$ cat config.mk
export PLATFORM = sky130hd
export DESIGN_NAME = fb_scanner
export DESIGN_NICKNAME = d
export VERILOG_FILES = /design/src/rtl/fbs_pkg.sv /design/src/rtl/fbs_col_ctr.sv /design/src/rtl/fbs_row_ctr.sv /design/src/rtl/fbs_pix_sel.sv /design/src/rtl/fb_scanner.sv
export SDC_FILE = /design/constraint.sdc
export NUM_CORES = 1
export LEC_CHECK = 0
export ABC_AREA = 1
export BUFFER_PORTS_ARGS = -buffer_cell sky130_fd_sc_hd__buf_4
export CAP_MARGIN = 15
export CORE_MARGIN = 2
export CORE_UTILIZATION = 55
export CTS_BUF_LIST = sky130_fd_sc_hd__clkbuf_8
export DETAILED_ROUTE_END_ITERATION = 10
export PLACE_DENSITY = 0.85
export SYNTH_ARGS = -nofsm -noshare
export SYNTH_HDL_FRONTEND = slang
export SYNTH_SLANG_ARGS = --single-unit
$ cat constraint.sdc
create_clock -name clk -period 3.3 [get_ports clk]
set_clock_uncertainty 0.1 [all_clocks]
set_input_delay 0.165 -clock clk [delete_from_list [all_inputs] [get_ports clk]]
set_output_delay 0.165 -clock clk [all_outputs]
set_load 0.02 [all_outputs]
$ cat src/rtl/fbs_pkg.sv
package fbs_pkg;

  // Decoded control for one cycle, precedence already applied.
  typedef struct packed {
    logic frame;   // frame start wins over everything
    logic line;    // line start when no frame start
    logic pix;     // pixel enable when no strobe
  } fbs_ctl_t;

  function automatic fbs_ctl_t fbs_decode(input logic fs, input logic ls, input logic pe);
    fbs_ctl_t c;
    c.frame = fs;
    c.line  = ls & ~fs;
    c.pix   = pe & ~ls & ~fs;
    return c;
  endfunction

endpackage

$ cat src/rtl/fbs_col_ctr.sv
module fbs_col_ctr #(
  parameter int COL_W = 7
) (
  input  logic             clk,
  input  logic             rst_n,
  input  logic             clear,
  input  logic             adv,
  output logic [COL_W-1:0] col,
  output logic             col_done
);
  localparam logic [COL_W-1:0] COL_LAST = '1;

  always_ff @(posedge clk) begin
    if (!rst_n) begin
      col      <= '0;
      col_done <= 1'b0;
    end else if (clear) begin
      col      <= '0;
      col_done <= 1'b0;
    end else if (adv) begin
      if (col == COL_LAST) col_done <= 1'b1;
      else                 col      <= col + 1'b1;
    end
  end
endmodule

$ cat src/rtl/fbs_row_ctr.sv
module fbs_row_ctr #(
  parameter int ROW_W  = 5,
  parameter int REPEAT = 15
) (
  input  logic             clk,
  input  logic             rst_n,
  input  logic             clear,
  input  logic             step,
  output logic [ROW_W-1:0] row,
  output logic             rows_done
);
  localparam int RPT_W = (REPEAT > 1) ? $clog2(REPEAT) : 1;
  localparam logic [RPT_W-1:0] RPT_LAST = RPT_W'(REPEAT - 1);
  localparam logic [ROW_W-1:0] ROW_LAST = '1;

  logic [RPT_W-1:0] rep;

  always_ff @(posedge clk) begin
    if (!rst_n) begin
      rep       <= '0;
      row       <= '0;
      rows_done <= 1'b0;
    end else if (clear) begin
      rep       <= '0;
      row       <= '0;
      rows_done <= 1'b0;
    end else if (step && !rows_done) begin
      if (rep == RPT_LAST) begin
        rep <= '0;
        if (row == ROW_LAST) rows_done <= 1'b1;
        else                 row       <= row + 1'b1;
      end else begin
        rep <= rep + 1'b1;
      end
    end
  end
endmodule

$ cat src/rtl/fbs_pix_sel.sv
module fbs_pix_sel #(
  parameter int PIX_W = 8,
  parameter int PPW   = 2,
  localparam int SEL_W  = (PPW > 1) ? $clog2(PPW) : 1,
  localparam int WORD_W = PIX_W * PPW
) (
  input  logic              clk,
  input  logic              rst_n,
  input  logic              acc,
  input  logic [SEL_W-1:0]  sel,
  input  logic [WORD_W-1:0] word,
  output logic              pix_valid,
  output logic [PIX_W-1:0]  pix_out
);
  logic [PIX_W-1:0] lane [PPW];
  logic [SEL_W-1:0] sel_q;

  for (genvar g = 0; g < PPW; g++) begin : g_lane
    assign lane[g] = word[g*PIX_W +: PIX_W];
  end

  // Align the byte select with the one-cycle RAM read.
  always_ff @(posedge clk) begin
    if (!rst_n) begin
      sel_q     <= '0;
      pix_valid <= 1'b0;
    end else begin
      pix_valid <= acc;
      if (acc) sel_q <= sel;
    end
  end

  always_comb begin
    pix_out = '0;
    for (int i = 0; i < PPW; i++)
      if (pix_valid && sel_q == SEL_W'(i)) pix_out = lane[i];
  end
endmodule

$ cat src/rtl/fb_scanner.sv
module fb_scanner #(
  parameter int COL_W  = 7,
  parameter int ROW_W  = 5,
  parameter int REPEAT = 15,
  parameter int PIX_W  = 8,
  parameter int PPW    = 2,
  localparam int SEL_W  = (PPW > 1) ? $clog2(PPW) : 1,
  localparam int WORD_W = PIX_W * PPW,
  localparam int ADDR_W = 1 + ROW_W + COL_W - SEL_W
) (
  input  logic              clk,
  input  logic              rst_n,
  input  logic              pix_en,
  input  logic              line_start,
  input  logic              frame_start,
  input  logic              bank_sel,
  input  logic [WORD_W-1:0] ram_rdata,
  output logic [ADDR_W-1:0] ram_addr,
  output logic              pix_valid,
  output logic [PIX_W-1:0]  pix_out
);
  import fbs_pkg::*;

  fbs_ctl_t         ctl;
  logic [COL_W-1:0] col;
  logic [ROW_W-1:0] row;
  logic             col_done, rows_done, acc, bank_q;

  assign ctl = fbs_decode(frame_start, line_start, pix_en);
  assign acc = ctl.pix & ~col_done & ~rows_done;

  always_ff @(posedge clk) begin
    if (!rst_n)         bank_q <= 1'b0;
    else if (ctl.frame) bank_q <= bank_sel;
  end

  fbs_col_ctr #(.COL_W(COL_W)) u_col (
    .clk(clk), .rst_n(rst_n),
    .clear(ctl.frame | ctl.line), .adv(acc),
    .col(col), .col_done(col_done)
  );

  fbs_row_ctr #(.ROW_W(ROW_W), .REPEAT(REPEAT)) u_row (
    .clk(clk), .rst_n(rst_n),
    .clear(ctl.frame), .step(ctl.line),
    .row(row), .rows_done(rows_done)
  );

  assign ram_addr = {bank_q, row, col[COL_W-1:SEL_W]};

  fbs_pix_sel #(.PIX_W(PIX_W), .PPW(PPW)) u_sel (
    .clk(clk), .rst_n(rst_n), .acc(acc),
    .sel(col[SEL_W-1:0]), .word(ram_rdata),
    .pix_valid(pix_valid), .pix_out(pix_out)
  );
endmodule

# == After elaboration in Yosys (flattened, before gate mapping) ==
# Cells that the tools add are included.
# W data, S select, Z words.
# classes
addsub,3
n_mul,0
n_div,0
magnitude_cmp,0
n_eq_ne,3
shifts,0
muxes,3
bitwise,14
n_reduce_logical,10
# op_table
cell,count
$mux W8,2
$not A1 Y1,8
$add A7 B1 Y7 const B,1
$eq A7 B7 Y1 const B,1
$reduce_and A3 Y1,2
$add A5 B1 Y5 const B,1
$and A1 B1 Y1,5
$eq A5 B5 Y1 const B,1
$add A4 B1 Y4 const B,1
$eq A4 B4 Y1 const B,1
$mux W4,1
$reduce_and A2 Y1,2
$reduce_or A2 Y1,2
$logic_and A1 B1 Y1,3
$logic_not A1 Y1,1
$or A1 B1 Y1,1
# word_totals
register_bits,21
latch_bits,0
ram_bits,0
romBits,0
input_bits,22
out_inout_bits,21
mem_count,0

# == Depth between registers and ports, before layout ==
# depth
word_depth,6
mapped_depth,10

# == Hierarchy ==
# From an unflattened synthesis, not the netlist that was laid out.
# hier_totals
cells_unflattened,191
area_unflattened_um2,1203.7
# by_module_without_submodules
mod,instances,cells_per_inst,area_each_um2,seq_area_each_um2
fbs_row_ctr,1,76,528.0,200.2
fbs_col_ctr,1,65,417.9,160.2
fbs_pix_sel,1,37,181.4,40.0
fb_scanner,1,13,76.3,20.0

# == Worst setup path after synthesis ==
# No wires, ideal clock.
# synth_timing
path_type,register to register
from,register u_row.row[0]
to,register u_row.row[0]
t_arrival_ps,1346
t_required_ps,3087
path_slack_ps,1740
path_stages_with_launch,11
n_path_buf,0
synth_period_minus_slack_ps,1560
path_cell_list,dfxtp_1 -> ha_1 -> nand2_1 -> nor2_1 -> ha_1 -> inv_1 -> nand2_2 -> nor2_4 -> nand2_1 -> nand2_1 -> nor2_1
# synth_between
elab_chain_len,3
word_cells_on_any_way,4
classes_between,1 x add/sub; 1 x eq/ne; 1 x bitwise; 1 x reduce/logical
# synth_rtl
element,line,text
"start, declared",fbs_row_ctr.sv:9,"output logic [ROW_W-1:0] row,"
"start signal, assigned",fbs_row_ctr.sv:31,else row <= row + 1'b1;
branches (longest 3 deep; another with $add A5 B1 Y5),--,
# Parallel ways; which one is timed is not known.
# A chain may end at the register's enable or synchronous reset.

# == Worst setup path after layout ==
# layout_timing
from,register u_sel.sel_q
to,output pix_out[0]
# layout_between
elab_chain_len,4
word_cells_on_any_way,5
classes_between,2 x mux; 1 x bitwise; 2 x reduce/logical
# layout_rtl
element,line,text
"start, declared",fbs_pix_sel.sv:16,logic [SEL_W-1:0] sel_q;
"start signal, assigned",fbs_pix_sel.sv:29,if (acc) sel_q <= sel;
$not A1 Y1,fbs_pix_sel.sv:36,if (pix_valid && sel_q == SEL_W'(i)) pix_out = lane[i];
$logic_and A1 B1 Y1,fbs_pix_sel.sv:36,
$mux W8,fbs_pix_sel.sv:36,
$mux W8 *,fbs_pix_sel.sv:36,
"end, declared",fb_scanner.sv:20,output logic [PIX_W-1:0] pix_out
# Mark *: on every way between the ends. The rest lies on a longest branch, timed or not.

==> run summary <==
Detailed-placement wirelength estimate: 2180 µm
Peak clock frequency supported by timing: 611 MHz
Antenna-violating nets left: 0
Portion of synthesized cell area occupied by the leading cell type: 0.340
Actual slew at the worst max-slew pin: 0.494 ns
Fin util: 0.742
Worst setup path class: flop to output port
Floorplan Core Area: 2170 µm²
Number of gates resized after CTS: 0
Horiz. Die Dim: 51.4 µm
Maximum ir drop on the vdd rail: 0.319 mV
Buffer type at the clock tree root: sky130_fd_sc_hd__clkbuf_8
Number of flip-flops and latches in the synthesized netlist: 21
Net count of the mapped netlist: 200
Buffers inserted by post-CTS timing repair: 0
Via total after detailed routing: 1267
Max-slew violation total from the final report: 0
Placed Cells: 241
Routed vias/inst: 5.17
Number of standard cells after synthesis: 175
Max Buffers Root-to-Sink: 2
Data required, critical path: 3.03 ns
Clock Sinks: 21
Die area: 2640 µm²
Distinct cell type count after synthesis: 27
Number of warning messages in the yosys log: 0
Antenna diode count: 0
TritonCTS clock tree: yes
Vias in the first global route: 1160
PortBufs: 42
Final clock period utilization by the worst path: 0.496
Total DRC errors in the routed layout: 0
Share of synthesized area occupied by flip-flops and latches: 0.340
Clock transition at the register clock pins on the worst setup and hold paths after CTS: 0.08 ns
Setup repair after global routing missed its margin: false
Reported leakage power: 0.000682 µW
GR Util All Layers: 0.230
Wire length of the first global-routing pass: 4640 µm
Largest incremental delay on the critical path: 0.49 ns
Area fraction in compound gates after synthesis: 0.0861
Cell area after synthesis: 1230 µm²
Top cells by area in the synthesized netlist: sky130_fd_sc_hd__dfxtp_1, sky130_fd_sc_hd__nand3_1, sky130_fd_sc_hd__nand2_1
Synthesized-area fraction occupied by and/or/nand/nor cells: 0.450
CP Data Arrival Time: 1.37 ns
Setup slack on the worst flop-to-flop path: 1.72 ns
Maximum fanout along the worst path: 9
Initial standard-cell utilization of the core: 0.569
Final setup violation count: 0
Final cell count without fillers: 245
Count of final hold-check violations: 0
First DRT Iteration DRCs: 21
Worst path buffer plus inverter count: 2
Shortest clock period the worst path allows after layout: 1.64 ns
Post-route standard cell area excluding fillers: 1610 µm²
Result of the run: finished clean
Global-route congestion overflow total: 0
Routability cong.: 0.825
H-tree depth reported by CTS: 1
Post-Syn Area per Cell: 7.06 µm²
Detailed-routing iteration count for the pre-antenna-repair pass: 4
Max-slew headroom at the worst pin: 0.670
Main combinational cell family by area after synthesis: simple AND/OR/NAND/NOR gates
Power per Cell Area: 302 nW/µm²
Final nets: 243
Avg WL per Cell: 11.4 µm
Inserted Clock Buffers: 3
Largest area contributor in the synthesized netlist: sky130_fd_sc_hd__dfxtp_1
Crit-path slowest cell: sky130_fd_sc_hd__dfxtp_1
Setup total negative slack: 0 ns
Sum of routed wire length over all layers: 2790 µm
Path type of the worst min-delay path: primary input to flop
Kind of start point of the critical path: flop
CTS hold repair buffers: 0
Die Span Y: 51.4 µm
Adder-Cell Fraction of Synth Area: 0.0304
Antenna violations before repair: 0
Cell family with most CP delay: flip-flops
Fraction of layout cells with a size suffix above 1: 0.332
Cell-by-cell trace of the critical path: clkinv_1, nand3_1, nand2_1, buf_4
Number of placement rows: 17
Ports: 43
Mux cell area share after synthesis: 0
Layout overhead on the synthesized area: 30.4%
Pin count of the biggest net entering global routing: 18
Instance area at placement: 1560 µm²
Share of the synthesized netlist area taken by xor and xnor gates: 0.0142
Type of destination of the critical path: output port
Clock latency on the worst-skew pair: 0.26 ns
Max-cap violation count: 0
## tightest hold or removal path, stage by stage
cell and delay (ns):
sky130_fd_sc_hd__buf_4 0.08, sky130_fd_sc_hd__nor2_1 0.03, sky130_fd_sc_hd__nor2_1 0.08
## final timing paths
path / from / endpoint / depth (start not counted)
worst max-delay path: u_sel.sel_q / pix_out[0] / 4
worst min-delay path: bank_sel / bank_q / 3
worst max register to register: u_row.row[0] / u_row.row[0] / 10
worst min register to register: u_col.col[6] / u_col.col[6] / 2
## cell usage in the layout (no fill, tap or decap), drive strengths merged
| cell | netlist | final |
|---|---|---|
| inv | 18 | 18 |
| clkinv | 1 | 2 |
| o21ai | 7 | 7 |
| buf | 3 | 42 |
| o21bai | 1 | 1 |
| nand3 | 31 | 31 |
| nand4 | 3 | 3 |
| a21oi | 12 | 12 |
| dfxtp | 21 | 21 |
| nand3b | 1 | 1 |
| nor3b | 2 | 2 |
| nand2 | 43 | 43 |
| xor2 | 2 | 2 |
| clkbuf | 1 | 3 |
| ha | 3 | 3 |
| nor2 | 24 | 24 |
| nor3 | 2 | 2 |
## flip-flops by register name (all words and copies together), names as in the netlist
name	cells
u_col.col	7
u_sel.pix_valid	1
bank_q	1
u_row.rep	4
u_sel.sel_q	1
u_col.col_done	1
u_row.rows_done	1
u_row.row	5
## cell type report
class                      instances  area, µm²
fill                             177        559
clock buffer                       3       41.3
sequential                        21        420
inverter                          19       76.3
multi-input combinational        131        717
tap                               28       35.0
clock inverter                     1       5.00
timing repair buffer              42        315
## through the flow
step                setup slack, ns  total power [µW]  hold slack (ns)
detailed placement             1.74               322            0.299
finish                         1.66               486           0.0245
floorplan                      1.74               293            0.199
CTS                            1.66               486           0.0273
global placement               1.80               321            0.291
global route                   1.53               495           0.0890
## kinds of logic (layout without fill, tap and decap cells)
family / count (synthesis) / after routing
AO/OA/AOI/OAI: 20 / 20
adder cells (fa/ha/maj): 3 / 3
XOR/XNOR: 2 / 2
AND/OR/NAND/NOR: 106 / 106
flip-flops: 21 / 21
buffers and inverters: 23 / 65
## cells in the mapped netlist
| master | number |
|---|---|
| sky130_fd_sc_hd__nand2_1 | 35 |
| sky130_fd_sc_hd__ha_1 | 3 |
| sky130_fd_sc_hd__buf_2 | 2 |
| sky130_fd_sc_hd__nand2_2 | 5 |
| sky130_fd_sc_hd__inv_2 | 5 |
| sky130_fd_sc_hd__buf_4 | 1 |
| sky130_fd_sc_hd__xor2_1 | 2 |
| sky130_fd_sc_hd__nor2_2 | 3 |
| sky130_fd_sc_hd__nand4_1 | 3 |
| sky130_fd_sc_hd__o21bai_1 | 1 |
| sky130_fd_sc_hd__nand3b_1 | 1 |
| sky130_fd_sc_hd__a21oi_1 | 11 |
| sky130_fd_sc_hd__inv_6 | 1 |
| sky130_fd_sc_hd__nor3_1 | 2 |
| sky130_fd_sc_hd__o21ai_1 | 1 |
| sky130_fd_sc_hd__clkbuf_1 | 1 |
| sky130_fd_sc_hd__inv_1 | 12 |
| sky130_fd_sc_hd__dfxtp_1 | 21 |
| sky130_fd_sc_hd__o21ai_0 | 6 |
| sky130_fd_sc_hd__nor3b_1 | 2 |
| sky130_fd_sc_hd__clkinv_1 | 1 |
| sky130_fd_sc_hd__nand3_2 | 2 |
| sky130_fd_sc_hd__nand2_4 | 3 |
| sky130_fd_sc_hd__nand3_1 | 29 |
| sky130_fd_sc_hd__a21oi_2 | 1 |
| sky130_fd_sc_hd__nor2_4 | 6 |
| sky130_fd_sc_hd__nor2_1 | 15 |
## power by group
| part | switching [µW] | internal (µW) | total (µW) |
|---|---|---|---|
| clock network | 85.7 | 84.1 | 170 |
| registers | 3.79 | 256 | 259 |
| logic | 29.6 | 27.1 | 56.7 |
| total | 119 | 367 | 486 |
## per-layer routing
layer / routed length [µm] / track usage / vias to the layer above
li1: - / - / 658
met2: 1350 / 0.417 / 37
met3: 245 / 0.0702 / 2
met1: 1180 / 0.250 / 570
met5: 0 / 0 / -
met4: 17 / 0.0789 / 0
No activity file was read; power rests on OpenSTA's default activity.
